## src/rtl/vpw_pkg.sv

```systemverilog
package vpw_pkg;
  typedef enum logic [2:0] {
    SYM_INVALID = 3'd0,
    SYM_ZERO    = 3'd1,
    SYM_ONE     = 3'd2,
    SYM_EOD     = 3'd3,
    SYM_EOF     = 3'd4,
    SYM_EOF_IFS = 3'd5,
    SYM_IDLE    = 3'd6,
    SYM_SOF     = 3'd7
  } vpw_sym_e;
endpackage

```

## src/rtl/vpw_bus_filter.sv

```systemverilog
module vpw_bus_filter #(
  parameter int SYNC_STAGES = 2,
  parameter int FILT_LEN    = 3
) (
  input  logic clk_i,
  input  logic rst_ni,
  input  logic bus_i,
  output logic level_o,
  output logic rise_o,
  output logic fall_o
);
  logic [SYNC_STAGES-1:0] sync_q;
  logic [FILT_LEN-1:0]    hist_q;
  logic level_q, rise_q, fall_q;

  always_ff @(posedge clk_i or negedge rst_ni) begin
    if (!rst_ni) begin
      sync_q  <= '0;
      hist_q  <= '0;
      level_q <= 1'b0;
      rise_q  <= 1'b0;
      fall_q  <= 1'b0;
    end else begin
      sync_q <= {sync_q[SYNC_STAGES-2:0], bus_i};
      hist_q <= {hist_q[FILT_LEN-2:0], sync_q[SYNC_STAGES-1]};
      rise_q <= 1'b0;
      fall_q <= 1'b0;
      // level flips only when the whole window agrees
      if (&hist_q && !level_q) begin
        level_q <= 1'b1;
        rise_q  <= 1'b1;
      end else if (~|hist_q && level_q) begin
        level_q <= 1'b0;
        fall_q  <= 1'b1;
      end
    end
  end

  assign level_o = level_q;
  assign rise_o  = rise_q;
  assign fall_o  = fall_q;
endmodule

```

## src/rtl/vpw_phase_timer.sv

```systemverilog
module vpw_phase_timer #(
  parameter int CNT_W = 10
) (
  input  logic             clk_i,
  input  logic             rst_ni,
  input  logic             tick_i,
  input  logic             clear_i,
  input  logic [CNT_W-1:0] sat_i,
  output logic [CNT_W-1:0] cnt_o
);
  logic [CNT_W-1:0] cnt_q;

  always_ff @(posedge clk_i or negedge rst_ni) begin
    if (!rst_ni) begin
      cnt_q <= '0;
    end else if (clear_i) begin
      // the edge cycle already belongs to the new phase
      cnt_q <= {{(CNT_W-1){1'b0}}, tick_i};
    end else if (tick_i && cnt_q < sat_i) begin
      cnt_q <= cnt_q + CNT_W'(1);
    end
  end

  assign cnt_o = cnt_q;
endmodule

```

## src/rtl/vpw_classify.sv

```systemverilog
module vpw_classify
  import vpw_pkg::*;
#(
  parameter int CNT_W = 10
) (
  input  logic             active_i,
  input  logic [CNT_W-1:0] len_i,
  input  logic [CNT_W-1:0] thr_b_i,
  input  logic [CNT_W-1:0] thr_c_i,
  input  logic [CNT_W-1:0] thr_d_i,
  input  logic [CNT_W-1:0] thr_e_i,
  input  logic [CNT_W-1:0] thr_f_i,
  input  logic [CNT_W-1:0] thr_g_i,
  output vpw_sym_e         sym_o
);
  always_comb begin
    if (active_i) begin
      if      (len_i < thr_b_i) sym_o = SYM_INVALID;
      else if (len_i < thr_c_i) sym_o = SYM_ONE;
      else if (len_i < thr_d_i) sym_o = SYM_ZERO;
      else                      sym_o = SYM_SOF;
    end else begin
      if      (len_i < thr_b_i) sym_o = SYM_INVALID;
      else if (len_i < thr_c_i) sym_o = SYM_ZERO;
      else if (len_i < thr_d_i) sym_o = SYM_ONE;
      else if (len_i < thr_e_i) sym_o = SYM_EOD;
      else if (len_i < thr_f_i) sym_o = SYM_EOF;
      else if (len_i < thr_g_i) sym_o = SYM_EOF_IFS;
      else                      sym_o = SYM_IDLE;
    end
  end
endmodule

```

## src/rtl/vpw_sym_decoder.sv

```systemverilog
module vpw_sym_decoder
  import vpw_pkg::*;
#(
  parameter int CNT_W       = 10,
  parameter int SYNC_STAGES = 2,
  parameter int FILT_LEN    = 3
) (
  input  logic             clk_i,
  input  logic             rst_ni,
  input  logic             tick_i,
  input  logic             bus_i,
  input  logic [CNT_W-1:0] thr_b_i,
  input  logic [CNT_W-1:0] thr_c_i,
  input  logic [CNT_W-1:0] thr_d_i,
  input  logic [CNT_W-1:0] thr_e_i,
  input  logic [CNT_W-1:0] thr_f_i,
  input  logic [CNT_W-1:0] thr_g_i,
  input  logic             tx_pending_i,
  output logic             sym_valid_o,
  output logic [2:0]       sym_o,
  output logic             sym_active_o,
  output logic             tx_start_o,
  output logic             tx_grant_o
);
  logic             level, rise, fall, edge_hit;
  logic [CNT_W-1:0] cnt, sat;
  vpw_sym_e         cls;
  logic             idle_q, idle_hit;
  logic             valid_q, act_q, start_q;
  vpw_sym_e         sym_q;

  vpw_bus_filter #(
    .SYNC_STAGES(SYNC_STAGES),
    .FILT_LEN   (FILT_LEN)
  ) u_filter (
    .clk_i  (clk_i),
    .rst_ni (rst_ni),
    .bus_i  (bus_i),
    .level_o(level),
    .rise_o (rise),
    .fall_o (fall)
  );

  assign edge_hit = rise | fall;
  assign sat      = thr_g_i + CNT_W'(1);

  vpw_phase_timer #(.CNT_W(CNT_W)) u_timer (
    .clk_i  (clk_i),
    .rst_ni (rst_ni),
    .tick_i (tick_i),
    .clear_i(edge_hit),
    .sat_i  (sat),
    .cnt_o  (cnt)
  );

  // fall ends an active phase, rise ends a passive one
  vpw_classify #(.CNT_W(CNT_W)) u_classify (
    .active_i(fall),
    .len_i   (cnt),
    .thr_b_i (thr_b_i),
    .thr_c_i (thr_c_i),
    .thr_d_i (thr_d_i),
    .thr_e_i (thr_e_i),
    .thr_f_i (thr_f_i),
    .thr_g_i (thr_g_i),
    .sym_o   (cls)
  );

  assign idle_hit = !level && !idle_q && (cnt >= thr_g_i);

  always_ff @(posedge clk_i or negedge rst_ni) begin
    if (!rst_ni) begin
      idle_q  <= 1'b0;
      valid_q <= 1'b0;
      act_q   <= 1'b0;
      start_q <= 1'b0;
      sym_q   <= SYM_INVALID;
    end else begin
      valid_q <= 1'b0;
      start_q <= 1'b0;
      if (edge_hit) begin
        idle_q <= 1'b0;
        // idle already reported by the timer: stay silent
        if (!(rise && cls == SYM_IDLE && idle_q)) begin
          valid_q <= 1'b1;
          sym_q   <= cls;
          act_q   <= fall;
        end
        start_q <= rise && tx_pending_i && (cnt >= thr_e_i);
      end else if (idle_hit) begin
        idle_q  <= 1'b1;
        valid_q <= 1'b1;
        sym_q   <= SYM_IDLE;
        act_q   <= 1'b0;
      end
    end
  end

  assign sym_valid_o  = valid_q;
  assign sym_o        = sym_q;
  assign sym_active_o = act_q;
  assign tx_start_o   = start_q;
  assign tx_grant_o   = tx_pending_i & idle_q & ~level;
endmodule

```

## config.mk

```make
export PLATFORM = sky130hd
export DESIGN_NAME = vpw_sym_decoder
export DESIGN_NICKNAME = d
export VERILOG_FILES = /design/src/rtl/vpw_pkg.sv /design/src/rtl/vpw_bus_filter.sv /design/src/rtl/vpw_phase_timer.sv /design/src/rtl/vpw_classify.sv /design/src/rtl/vpw_sym_decoder.sv
export SDC_FILE = /design/constraint.sdc
export NUM_CORES = 1
export LEC_CHECK = 0
export BUFFER_PORTS_ARGS = -buffer_cell sky130_fd_sc_hd__buf_4
export CAP_MARGIN = 10
export CORE_UTILIZATION = 51
export CTS_BUF_LIST = sky130_fd_sc_hd__clkbuf_2 sky130_fd_sc_hd__clkbuf_4 sky130_fd_sc_hd__clkbuf_8
export DETAILED_ROUTE_END_ITERATION = 8
export HOLD_SLACK_MARGIN = 0.12
export PLACE_DENSITY = 0.8
export SYNTH_ARGS = -nofsm -noshare
export SYNTH_HDL_FRONTEND = slang
export SYNTH_SLANG_ARGS = --single-unit
```

## constraint.sdc

```tcl
create_clock -name clk_i -period 2.39 [get_ports clk_i]
set_clock_uncertainty 0.2 [all_clocks]
set_input_delay 0.1195 -clock clk_i [delete_from_list [all_inputs] [get_ports clk_i]]
set_output_delay 0.1195 -clock clk_i [all_outputs]
set_load 0.01 [all_outputs]
```

After elaboration in Yosys (flattened, before gate mapping)
Cells that the tools add are included.
{"block": "totals", "ff_bits": 25, "input_bits": 65, "word_cells": 75}
{"block": "classes", "n_reduce_logical": 18, "n_addsub": 2, "n_mux": 29, "eq_ne": 2, "magnitude_cmp": 9, "bitwise": 4}
{"operator": "10-bit < comparator", "n": 7}
{"operator": "3-bit 2-to-1 mux", "n": 12}
{"operator": "10-bit by 1-bit adder with 10-bit output (second input constant)", "n": 2}
{"operator": "10-bit greater-or-equal comparator", "n": 2}
{"operator": "10-bit 2-to-1 mux", "n": 2}
{"operator": "1-bit 2-to-1 mux", "n": 14}
{"operator": "1-bit logical AND", "n": 9}
{"operator": "2-bit nonzero test", "n": 3}
{"operator": "3-bit equality test (second input constant)", "n": 1}
{"operator": "1-bit logical NOT", "n": 3}
{"operator": "3-bit AND reduction", "n": 1}
{"operator": "3-bit OR reduction", "n": 1}
{"operator": "1-bit bitwise AND", "n": 2}
{"operator": "2-bit 2-to-1 mux", "n": 1}
{"operator": "2-bit inequality test (second input constant)", "n": 1}
{"operator": "2-bit AND reduction", "n": 1}
{"operator": "1-bit NOT", "n": 1}
{"operator": "1-bit bitwise OR", "n": 1}

Depth between registers and ports, before layout
Gate-level depths: netlist (run 1).
{"block": "logic_depth", "depth_word": 13, "mapped_depth": 13, "ltp_nobuf": 12}

Hierarchy
From an unflattened synthesis (run 1), not the netlist that was laid out.
{"block": "unflattened", "hier_cells": 418, "hier_area_um2": 3417.0}
{"module": "vpw_classify", "seq_area_each_um2": 0.0, "cells_each": 201, "area_per_inst_um2": 1441.4, "instances": 1}
{"module": "vpw_sym_decoder", "seq_area_each_um2": 175.2, "cells_each": 113, "area_per_inst_um2": 939.7, "instances": 1}
{"module": "vpw_phase_timer", "seq_area_each_um2": 250.2, "cells_each": 89, "area_per_inst_um2": 788.3, "instances": 1}
{"module": "vpw_bus_filter", "seq_area_each_um2": 200.2, "cells_each": 15, "area_per_inst_um2": 247.7, "instances": 1}

Least setup slack after synthesis (run 1)
Ideal clock, no wire load.
{"block": "synth_path", "path_kind": "input port to flip-flop", "from": "input port thr_g_i[2]", "to": "register u_timer.cnt_q[9] (netlist: u_timer.cnt_o[9])", "cell_stages": 12, "path_buffers": 0, "required_ns": 2.111, "setup_slack_ns": -0.297, "arrival_ns": 2.408, "cell_sequence": "nand3_1 > nor2_1 > nand2_1 > nor3_1 > nand3_1 > xnor2_1 > ha_1 > o211a_1 > a221oi_2 > o21ai_1 > or4_1 > a21oi_1"}
{"block": "synth_via", "elab_chain_len": 4}
{"element": "start, declared", "line_no": "vpw_sym_decoder.sv:17", "text": "input logic [CNT_W-1:0] thr_g_i,"}
{"element": "10-bit by 1-bit adder with 10-bit output", "line_no": "vpw_sym_decoder.sv:45", "text": "assign sat = thr_g_i + CNT_W'(1);"}
{"element": "10-bit < comparator", "line_no": "vpw_phase_timer.sv:19", "text": "end else if (tick_i && cnt_q < sat_i) begin"}
{"element": "1-bit logical AND", "line_no": "vpw_phase_timer.sv:19"}
{"element": "2-bit nonzero test (no source line)"}
{"element": "end signal, assigned", "line_no": "vpw_phase_timer.sv:18", "text": "cnt_q <= {{(CNT_W-1){1'b0}}, tick_i};"}
{"element": "end signal, assigned", "line_no": "vpw_phase_timer.sv:20", "text": "cnt_q <= cnt_q + CNT_W'(1);"}
{"element": "end, declared", "line_no": "vpw_phase_timer.sv:11", "text": "logic [CNT_W-1:0] cnt_q;"}
Every way passes these cells.
A chain may end at the register's enable or synchronous reset.

Final worst setup path (run 1)
{"block": "layout_path", "from": "register u_timer.cnt_q[8] (netlist: u_timer.cnt_o[8])", "to": "register sym_q[2] (netlist: sym_o[2])"}
{"block": "layout_via", "elab_chain_len": 13}
{"element": "10-bit < comparator", "line_no": "vpw_classify.sv:28", "text": "else if (len_i < thr_g_i) sym_o = SYM_EOF_IFS;"}
{"element": "2-bit 2-to-1 mux", "line_no": "vpw_classify.sv:28"}
{"element": "3-bit 2-to-1 mux", "line_no": "vpw_classify.sv:27", "text": "else if (len_i < thr_f_i) sym_o = SYM_EOF;"}
{"element": "3-bit 2-to-1 mux", "line_no": "vpw_classify.sv:26", "text": "else if (len_i < thr_e_i) sym_o = SYM_EOD;"}
{"element": "3-bit 2-to-1 mux", "line_no": "vpw_classify.sv:25", "text": "else if (len_i < thr_d_i) sym_o = SYM_ONE;"}
{"element": "3-bit 2-to-1 mux", "line_no": "vpw_classify.sv:24", "text": "else if (len_i < thr_c_i) sym_o = SYM_ZERO;"}
{"element": "3-bit 2-to-1 mux", "line_no": "vpw_classify.sv:23", "text": "if (len_i < thr_b_i) sym_o = SYM_INVALID;"}
{"element": "3-bit 2-to-1 mux", "line_no": "vpw_classify.sv:17", "text": "if (active_i) begin"}
{"element": "3-bit equality test", "line_no": "vpw_sym_decoder.sv:84", "text": "if (!(rise && cls == SYM_IDLE && idle_q)) begin"}
{"element": "1-bit logical AND (2 in series)", "line_no": "vpw_sym_decoder.sv:84"}
{"element": "2-bit inequality test (no source line)"}
{"element": "2-bit AND reduction (no source line)"}
{"element": "end signal, assigned", "line_no": "vpw_sym_decoder.sv:86", "text": "sym_q <= cls;"}
{"element": "end, declared", "line_no": "vpw_sym_decoder.sv:30", "text": "vpw_sym_e sym_q;"}
Several ways; a longest one is shown, not always the timed one. The select of a mux whose other input is x is not followed.

==> results of run 1 <==
==> power by group through the flow <==
stage	sequential, uW	clock (uW)	combinational, uW
finish	546	270	1440
global route	552	288	1520
CTS	544	269	1170
detailed placement	546	0	983
global placement	545	0	938
floorplan	586	0	539
==> flip-flops by register name, indices dropped and copies added (netlist names) <==
register          cells
u_timer.cnt_o        10
sym_o                 3
u_filter.hist_q       3
u_filter.sync_q       2
idle_q                1
sym_active_o          1
sym_valid_o           1
tx_start_o            1
u_filter.fall_o       1
u_filter.level_o      1
u_filter.rise_o       1
==> placed cells by master, fill, tap and decap left out, drive strengths merged, types with 3 or more instances in the layout <==
cell type	Yosys	routed
nand2b	7	7
xnor2	9	9
clkbuf	1	3
a21o	5	5
or4	3	3
a211o	4	4
or3	3	3
nand3	14	14
nor2b	3	3
nand4	10	10
o211ai	4	4
dlygate4sd3	0	5
o21ai	13	14
a21oi	28	28
buf	2	150
nand2	18	18
nor3	8	8
dfrtp	25	25
o21a	4	4
ha	68	68
o31ai	3	3
inv	64	65
nor2	11	11
==> repair_timing <==
action,in CTS,in global routing
hold buffers,5,0
setup buffers,21,9
cloned,1,0
hold endpoints to repair,28,0
endpoints found under the setup margin,12,15
pin swaps,32,25
gates resized for setup,59,35
==> cells in the mapped netlist (all sizes together), types with 2 or more instances <==
| master | number |
|---|---|
| ha | 68 |
| inv | 64 |
| a21oi | 28 |
| dfrtp | 25 |
| nand2 | 18 |
| nand3 | 14 |
| o21ai | 13 |
| nor2 | 11 |
| nand4 | 10 |
| xnor2 | 9 |
| nor3 | 8 |
| nand2b | 7 |
| a21o | 5 |
| a211o | 4 |
| o211ai | 4 |
| o21a | 4 |
| nor2b | 3 |
| o31ai | 3 |
| or3 | 3 |
| or4 | 3 |
| a2111oi | 2 |
| a211oi | 2 |
| a221oi | 2 |
| a2bb2oi | 2 |
| and2 | 2 |
| and3 | 2 |
| and4 | 2 |
| buf | 2 |
| mux2i | 2 |
| nor4 | 2 |
| o21bai | 2 |
| o22a | 2 |
| o2bb2ai | 2 |
| o31a | 2 |
| or2 | 2 |
==> per-layer routing <==
layer	up-vias	track usage [%]	wire, um
met2	260	62.3	5840
met5	-	0	0
li1	1549	-	-
met3	100	6.24	1020
met1	1696	40.6	4360
met4	0	14.3	854
==> layout make-up <==
cell class / count / area share, %
multi-input combinational: 253 / 52.6
timing repair buffer: 155 / 26.6
sequential: 25 / 13.0
inverter: 64 / 4.97
tap: 72 / 1.86
clock buffer: 3 / 0.854
clock inverter: 1 / 0.181
==> kinds of logic after synthesis <==
kind of cell / count (synthesis)
simple gates: 90
compound gates: 83
fa+ha+maj: 68
buf+inv: 67
flops: 25
xor+xnor: 9
mux: 2
==> how the worst min path moves through the flow <==
stage	from	endpoint	slack, ns
final	u_filter.sync_q[0]	u_filter.sync_q[1]	0.17
after global routing	u_filter.sync_q[0]	u_filter.sync_q[1]	0.18
after CTS	u_filter.sync_q[0]	u_filter.sync_q[1]	0.17
after detailed placement	rst_ni	u_filter.hist_q[0]	-0.17
after global placement	rst_ni	u_filter.hist_q[1]	-0.17
after floorplan	rst_ni	idle_q	-0.38
==> through the flow <==
step	TNS, ns	power (uW)
finish	-2.65	2250
global route	-3.38	2360
CTS	-0.201	1980
detailed placement	-3.08	1530
global placement	-2.22	1480
floorplan	-0.154	1120
==> metrics.md, run 1 <==
| Metric | Value |
|---|---|
| Final period util | `114%` |
| Clk sink count | `25` |
| Ranking of synthesized cells by area | `ha_1 29%, dfrtp_1 21%, inv_1 8.2%` |
| Syn Nets | `477` |
| Compound-Gate Fraction of Synth Area | `20.6%` |
| CP Cell Sequence | `buf_4, ha_1, nand4_1, buf_4, o311ai_4, o22a_1, and4b_2, a21oi_4, a2bb2oi_2` |
| Routed length per placed instance | `21.1 um` |
| Largest net degree at the start of global routing | `26` |
| Final instance area | `4830 sq um` |
| Final Util | `87.3%` |
| Post-route ant nets | `0` |
| Critical Path Sink Type | `flip-flop` |
| Primary FF master, synth | `dfrtp_1` |
| Peak fanout along the critical path | `4` |
| Initial antenna violation count | `0` |
| Diodes inserted | `0` |
| Worst hold margin | `0.168 ns` |
| Main combinational cell family by area after synthesis | `adder cells` |
| H-tree depth | `1` |
| Post-route non-filler standard cell count | `573` |
| Crit. path cell count | `9` |
| Fmax | `368 MHz` |
| Worst setup margin | `-0.329 ns` |
| Mapped Area | `2930 sq um` |
| Cells after synthesis | `344` |
| Max clock buf depth | `2` |
| Hold Path Stages | `0` |
| Root Driver | `clkbuf_8` |
| Crit path kind | `flip-flop to flip-flop` |
| Pre-antenna DRT Iters | `6` |
| Die extent in y | `77.8 um` |
| Number of synthesized flops with an enable pin | `0` |
| RR Endpoint | `sym_o[2]` |
| First-pass GRT wire length | `16.4 mm` |
| Worst EP required | `2.34 ns` |
| Crit. Startpoint | `u_timer.cnt_o[8]` |
| Clock slew at reported path FFs | `0.10 ns` |
| DRC Markers | `0` |
| Max-cap viol count | `0` |
| Final Hold Fails | `0` |
| Top-area cell type share of the netlist area | `29.0%` |
| Failing checks | `setup timing` |
| Gpl congestion | `0.873` |
| Pwr dens | `466 nW/um^2` |
| Vias per Instance | `6.29` |
| Net Switching | `942 uW` |
| Largest area contributor in the netlist | `ha_1` |
| I/O pin count | `72` |
| GR Overflow Total | `0` |
| First DRT Iteration DRCs | `369` |
| Worst Path Buf+Inv | `2` |
| DP HPWL | `6.40 mm` |
| Routed Wire Length | `12.1 mm` |
| Yosys warns | `0` |
| Placed instance area | `3930 sq um` |
| Avg Cell Area, Syn | `8.53 sq um` |
| Logic gate share of total power | `63.8%` |
| Layout area overhead | `64.8%` |
| Worst Setup Start Kind | `flip-flop` |
| # setup viols final | `15` |
| Maximum vdd drop | `451 uV` |
| Mux share of post-synthesis cell area | `0.683%` |
| Leakage power | `0.00252 uW` |
| Internal power | `1310 uW` |
| Status | `finished, violations left` |
| Routed vias | `3605` |
| Multi-input logic area | `2540 sq um` |
| Xor and xnor area share after synthesis | `2.69%` |
| Post-synthesis adder-cell area fraction | `29.0%` |
| Period minus WS final | `2.72 ns` |
| Number of library cell types mapped by synthesis | `53` |
| Cells after DPL | `532` |
| Register area | `628 sq um` |
| Max Transition Viols Final | `0` |
| Worst-skew pair later-pin latency | `0.28 ns` |
| Slew margin rel. | `67.9%` |
| TritonCTS clock tree | `yes` |
| Core ar. | `5540 sq um` |
| Most used cell, CP | `buf_4` |
| Nets | `635` |
| Post-Synth Simple-Gate Area | `16.8%` |
| Hold/Removal Path Class | `flip-flop to flip-flop` |
| Reg power frac | `24.2%` |
| CP delay by family, top | `compound AO/OA/AOI/OAI gates` |
| Die area | `6060 sq um` |
| Row cnt | `27` |
| Critical R2R Launch | `u_timer.cnt_o[8]` |
| Switching Fraction | `41.8%` |
| Slowest-stage cell, CP | `dfrtp_1` |
| IO Port Bufs | `71` |
| Vias in the first global route | `3520` |
| Die width | `77.8 um` |
| Clock Power Share | `12.0%` |
| Path depth of the worst reg2reg path | `9` |
| Filler cell count | `261` |
| Crit path largest cell delay | `0.42 ns` |
| Worst Setup EP | `sym_o[2]` |
| RSZ-0062 raised after global routing | `true` |
| Share of layout cells above drive strength 1 | `45.5%` |
| Critical Path AT | `2.67 ns` |
| Register bit total from synthesis | `25` |
| R2R setup slack | `-0.33 ns` |
| Ys async rst share | `100%` |
| Sequential area share after synthesis | `21.3%` |
| CTS buffer count | `3` |
| Worst-margin pin slew | `0.478 ns` |
| Dpl ws | `-0.376 ns` |
| Gr usage total | `34.8%` |
| Initial Utilization | `52.9%` |
(Power assumes the default switching activity.)
==> run 2: changes to the inputs <==
--- a/config.mk
+++ b/config.mk
@@ -7,11 +7,11 @@
 export LEC_CHECK = 0
 export BUFFER_PORTS_ARGS = -buffer_cell sky130_fd_sc_hd__buf_4
 export CAP_MARGIN = 10
-export CORE_UTILIZATION = 51
+export CORE_UTILIZATION = 56
 export CTS_BUF_LIST = sky130_fd_sc_hd__clkbuf_2 sky130_fd_sc_hd__clkbuf_4 sky130_fd_sc_hd__clkbuf_8
 export DETAILED_ROUTE_END_ITERATION = 8
 export HOLD_SLACK_MARGIN = 0.12
-export PLACE_DENSITY = 0.8
+export PLACE_DENSITY = 0.83
 export SYNTH_ARGS = -nofsm -noshare
 export SYNTH_HDL_FRONTEND = slang
 export SYNTH_SLANG_ARGS = --single-unit
==> constraint.sdc (replaced) <==
create_clock -name clk_i -period 2.79 [get_ports clk_i]
set_clock_uncertainty 0.2 [all_clocks]
set_input_delay 0.1395 -clock clk_i [delete_from_list [all_inputs] [get_ports clk_i]]
set_output_delay 0.1395 -clock clk_i [all_outputs]
set_load 0.01 [all_outputs]
==> run 2 against run 1 <==
Compared with the run above: the flow now finishes without violations; global-route usage decreased by 4.9 points; sequential share of layout area rose by 3.3 points; non-clock buffer count decreased by 56; first-iteration DRC count down 46%; critical path type is now input pin to flip-flop.
==> metrics.md, run 2 (synthesis gave the netlist of run 1 again) <==
| Metric | Value |
|---|---|
| Max Transition Viols Final | `0 (unchanged)` |
| Share of layout cells above drive strength 1 | `25.0% (-21 points)` |
| Worst EP required | `2.80 ns (+0.46 ns)` |
| Gpl congestion | `0.928 (+6.3%)` |
| Slew margin rel. | `68.6% (+0.75 points)` |
| Crit path kind | `input pin to flip-flop` |
| Routed Wire Length | `7.77 mm (-36%)` |
| Initial Utilization | `60.1% (+7.2 points)` |
| Largest net degree at the start of global routing | `26 (unchanged)` |
| Final period util | `97.4%` |
| First DRT Iteration DRCs | `201 (-46%)` |
| Vias per Instance | `5.73 (-9.0%)` |
| H-tree depth | `1 (unchanged)` |
| Worst-skew pair later-pin latency | `0.28 ns (about the same)` |
| DRC Markers | `0 (unchanged)` |
| Initial antenna violation count | `0 (unchanged)` |
| R2R setup slack | `0.16 ns (+0.49 ns)` |
| Worst-margin pin slew | `0.463 ns (-0.0142 ns)` |
| Die width | `74.4 um (-4.4%)` |
| Worst Path Buf+Inv | `1 (-1)` |
| Pwr dens | `397 nW/um^2 (-15%)` |
| Critical R2R Launch | `u_timer.cnt_o[9]` |
| Path depth of the worst reg2reg path | `9 (unchanged)` |
| IO Port Bufs | `71 (unchanged)` |
| Vias in the first global route | `2904 (-18%)` |
| Clk sink count | `25 (unchanged)` |
| Routed length per placed instance | `15.2 um (-28%)` |
| Row cnt | `25 (-7.4%)` |
| Root Driver | `clkbuf_8` |
| Post-route ant nets | `0 (unchanged)` |
| Final Hold Fails | `0 (unchanged)` |
| Nets | `578 (-9.0%)` |
| Worst Setup Start Kind | `input pin` |
| I/O pin count | `72 (unchanged)` |
| CTS buffer count | `3 (unchanged)` |
| Most frequent cells in the layout | `93 x buf_4, 68 x ha_1, 64 x inv_1, 27 x a21oi_1, 25 x dfrtp_1` |
| First-pass GRT wire length | `12.7 mm (-23%)` |
| Die extent in y | `74.4 um (-4.4%)` |
| Die area | `5530 sq um (-8.7%)` |
| Crit path largest cell delay | `0.54 ns (+0.12 ns)` |
| Fin Setup TNS | `0 ns (+2.65 ns)` |
| GR Overflow Total | `0 (unchanged)` |
| Status | `completed` |
| Clock slew at reported path FFs | `0.09 ns (about the same)` |
| TritonCTS clock tree | `yes` |
| CP Cell Sequence | `buf_4, nand3_1, nor2_1, nand2_1, nor3_2, nand3_1, xnor2_1, ha_1, o211a_1, a221oi_4, o21ai_4, or4_1, a21oi_1` |
| Layout area overhead | `31.3%` |
| Maximum vdd drop | `480 uV (+6.6%)` |
| Most used cell, CP | `nand3_1` |
| Max clock buf depth | `2 (unchanged)` |
| Hold endpoint | `u_filter.sync_q[1]` |
| Gr usage total | `29.9% (-4.9 points)` |
| Filler cell count | `358 (+37%)` |
| Most common cell after layout, fill and taps aside | `buf_4` |
| Slowest-stage cell, CP | `or4_1` |
| Leakage power | `0.00216 uW (-14%)` |
| # setup viols final | `0 (-15)` |
| Peak fanout along the critical path | `10 (+6)` |
| Period minus WS final | `2.72 ns` |
| Critical Path Sink Type | `flip-flop` |
| CP delay by family, top | `simple AND/OR/NAND/NOR gates` |
| Pre-antenna DRT Iters | `4 (-2)` |
| Worst hold margin | `0.160 ns (-0.00837 ns)` |
| Routed vias | `2926 (-19%)` |
| Postcts setup bufs | `0 (-100%)` |
| Max FFs per register | `10 (unchanged)` |
| Max-cap viol count | `0 (unchanged)` |
| DP HPWL | `6.34 mm (-0.86%)` |
| Diodes inserted | `0 (unchanged)` |
| Core ar. | `4880 sq um (-12%)` |
| RR Endpoint | `sym_o[1]` |
| Fmax | `368 MHz` |
| Total power draw | `1530 uW (-32%)` |
| Hold/Removal Path Class | `flip-flop to flip-flop` |
| Critical Path AT | `2.72 ns (+0.05 ns)` |
| Hold Path Stages | `0 (unchanged)` |
| Hold path startpoint | `u_filter.sync_q[0]` |
-- run 2: per-stage QoR --
stage | cell area [sq um] | setup slack (ns) | std cells | utilization, %
floorplan | 2930 | 0.0826 | 344 | -
global placement | 3690 | -0.0796 | 501 | 75.7
detailed placement | 3690 | -0.220 | 501 | 75.7
CTS | 3790 | 0.0636 | 510 | 77.8
global route | 3850 | -0.0853 | 511 | 78.9
finish | 3850 | 0.0726 | 511 | 78.9
-- run 2: report_power, final --
part	internal (uW)	leakage, uW	switching (uW)
clock	105	0.0000261	124
combinational	406	0.00182	418
sequential	414	0.000320	59.4
-- run 2: layer usage --
metal	vias up	GRT usage [%]	part of all wire (%)
li1	1434	-	-
met1	1376	36.5	43
met2	97	54.1	50
met3	19	5.42	5.4
met4	0	7.76	1.9
met5	-	0	0
-- run 2: how the worst max path moves through the flow --
stage / endpoint / cells after the start / from / slack, ns
finish: u_timer.cnt_o[7] / 13 / thr_g_i[2] / 0.07
global route: u_timer.cnt_o[8] / 13 / thr_g_i[2] / -0.09
CTS: u_timer.cnt_o[4] / 14 / thr_g_i[2] / 0.06
detailed placement: u_timer.cnt_o[4] / 14 / thr_g_i[2] / -0.22
global placement: u_timer.cnt_o[4] / 14 / thr_g_i[2] / -0.08
floorplan: u_timer.cnt_o[9] / 12 / thr_g_i[2] / 0.08
-- run 2: what timing repair did --
action                                  in CTS  in global routing
endpoints found under the setup margin       0                 11
hold buffers                                 5                  0
resized for setup                            0                  5
endpoints found under the hold margin       28                  0
-- run 2: area by class of cell --
class / count / area (sq um) / area share (%)
flip-flops and latches: 25 / 626 / 16.2
multi-input cells: 252 / 2070 / 53.9
inverters: 64 / 240 / 6.24
repair buffers: 99 / 776 / 20.1
well taps: 67 / 83.8 / 2.18
clock inverters: 1 / 8.76 / 0.227
clock buffers: 3 / 41.3 / 1.07
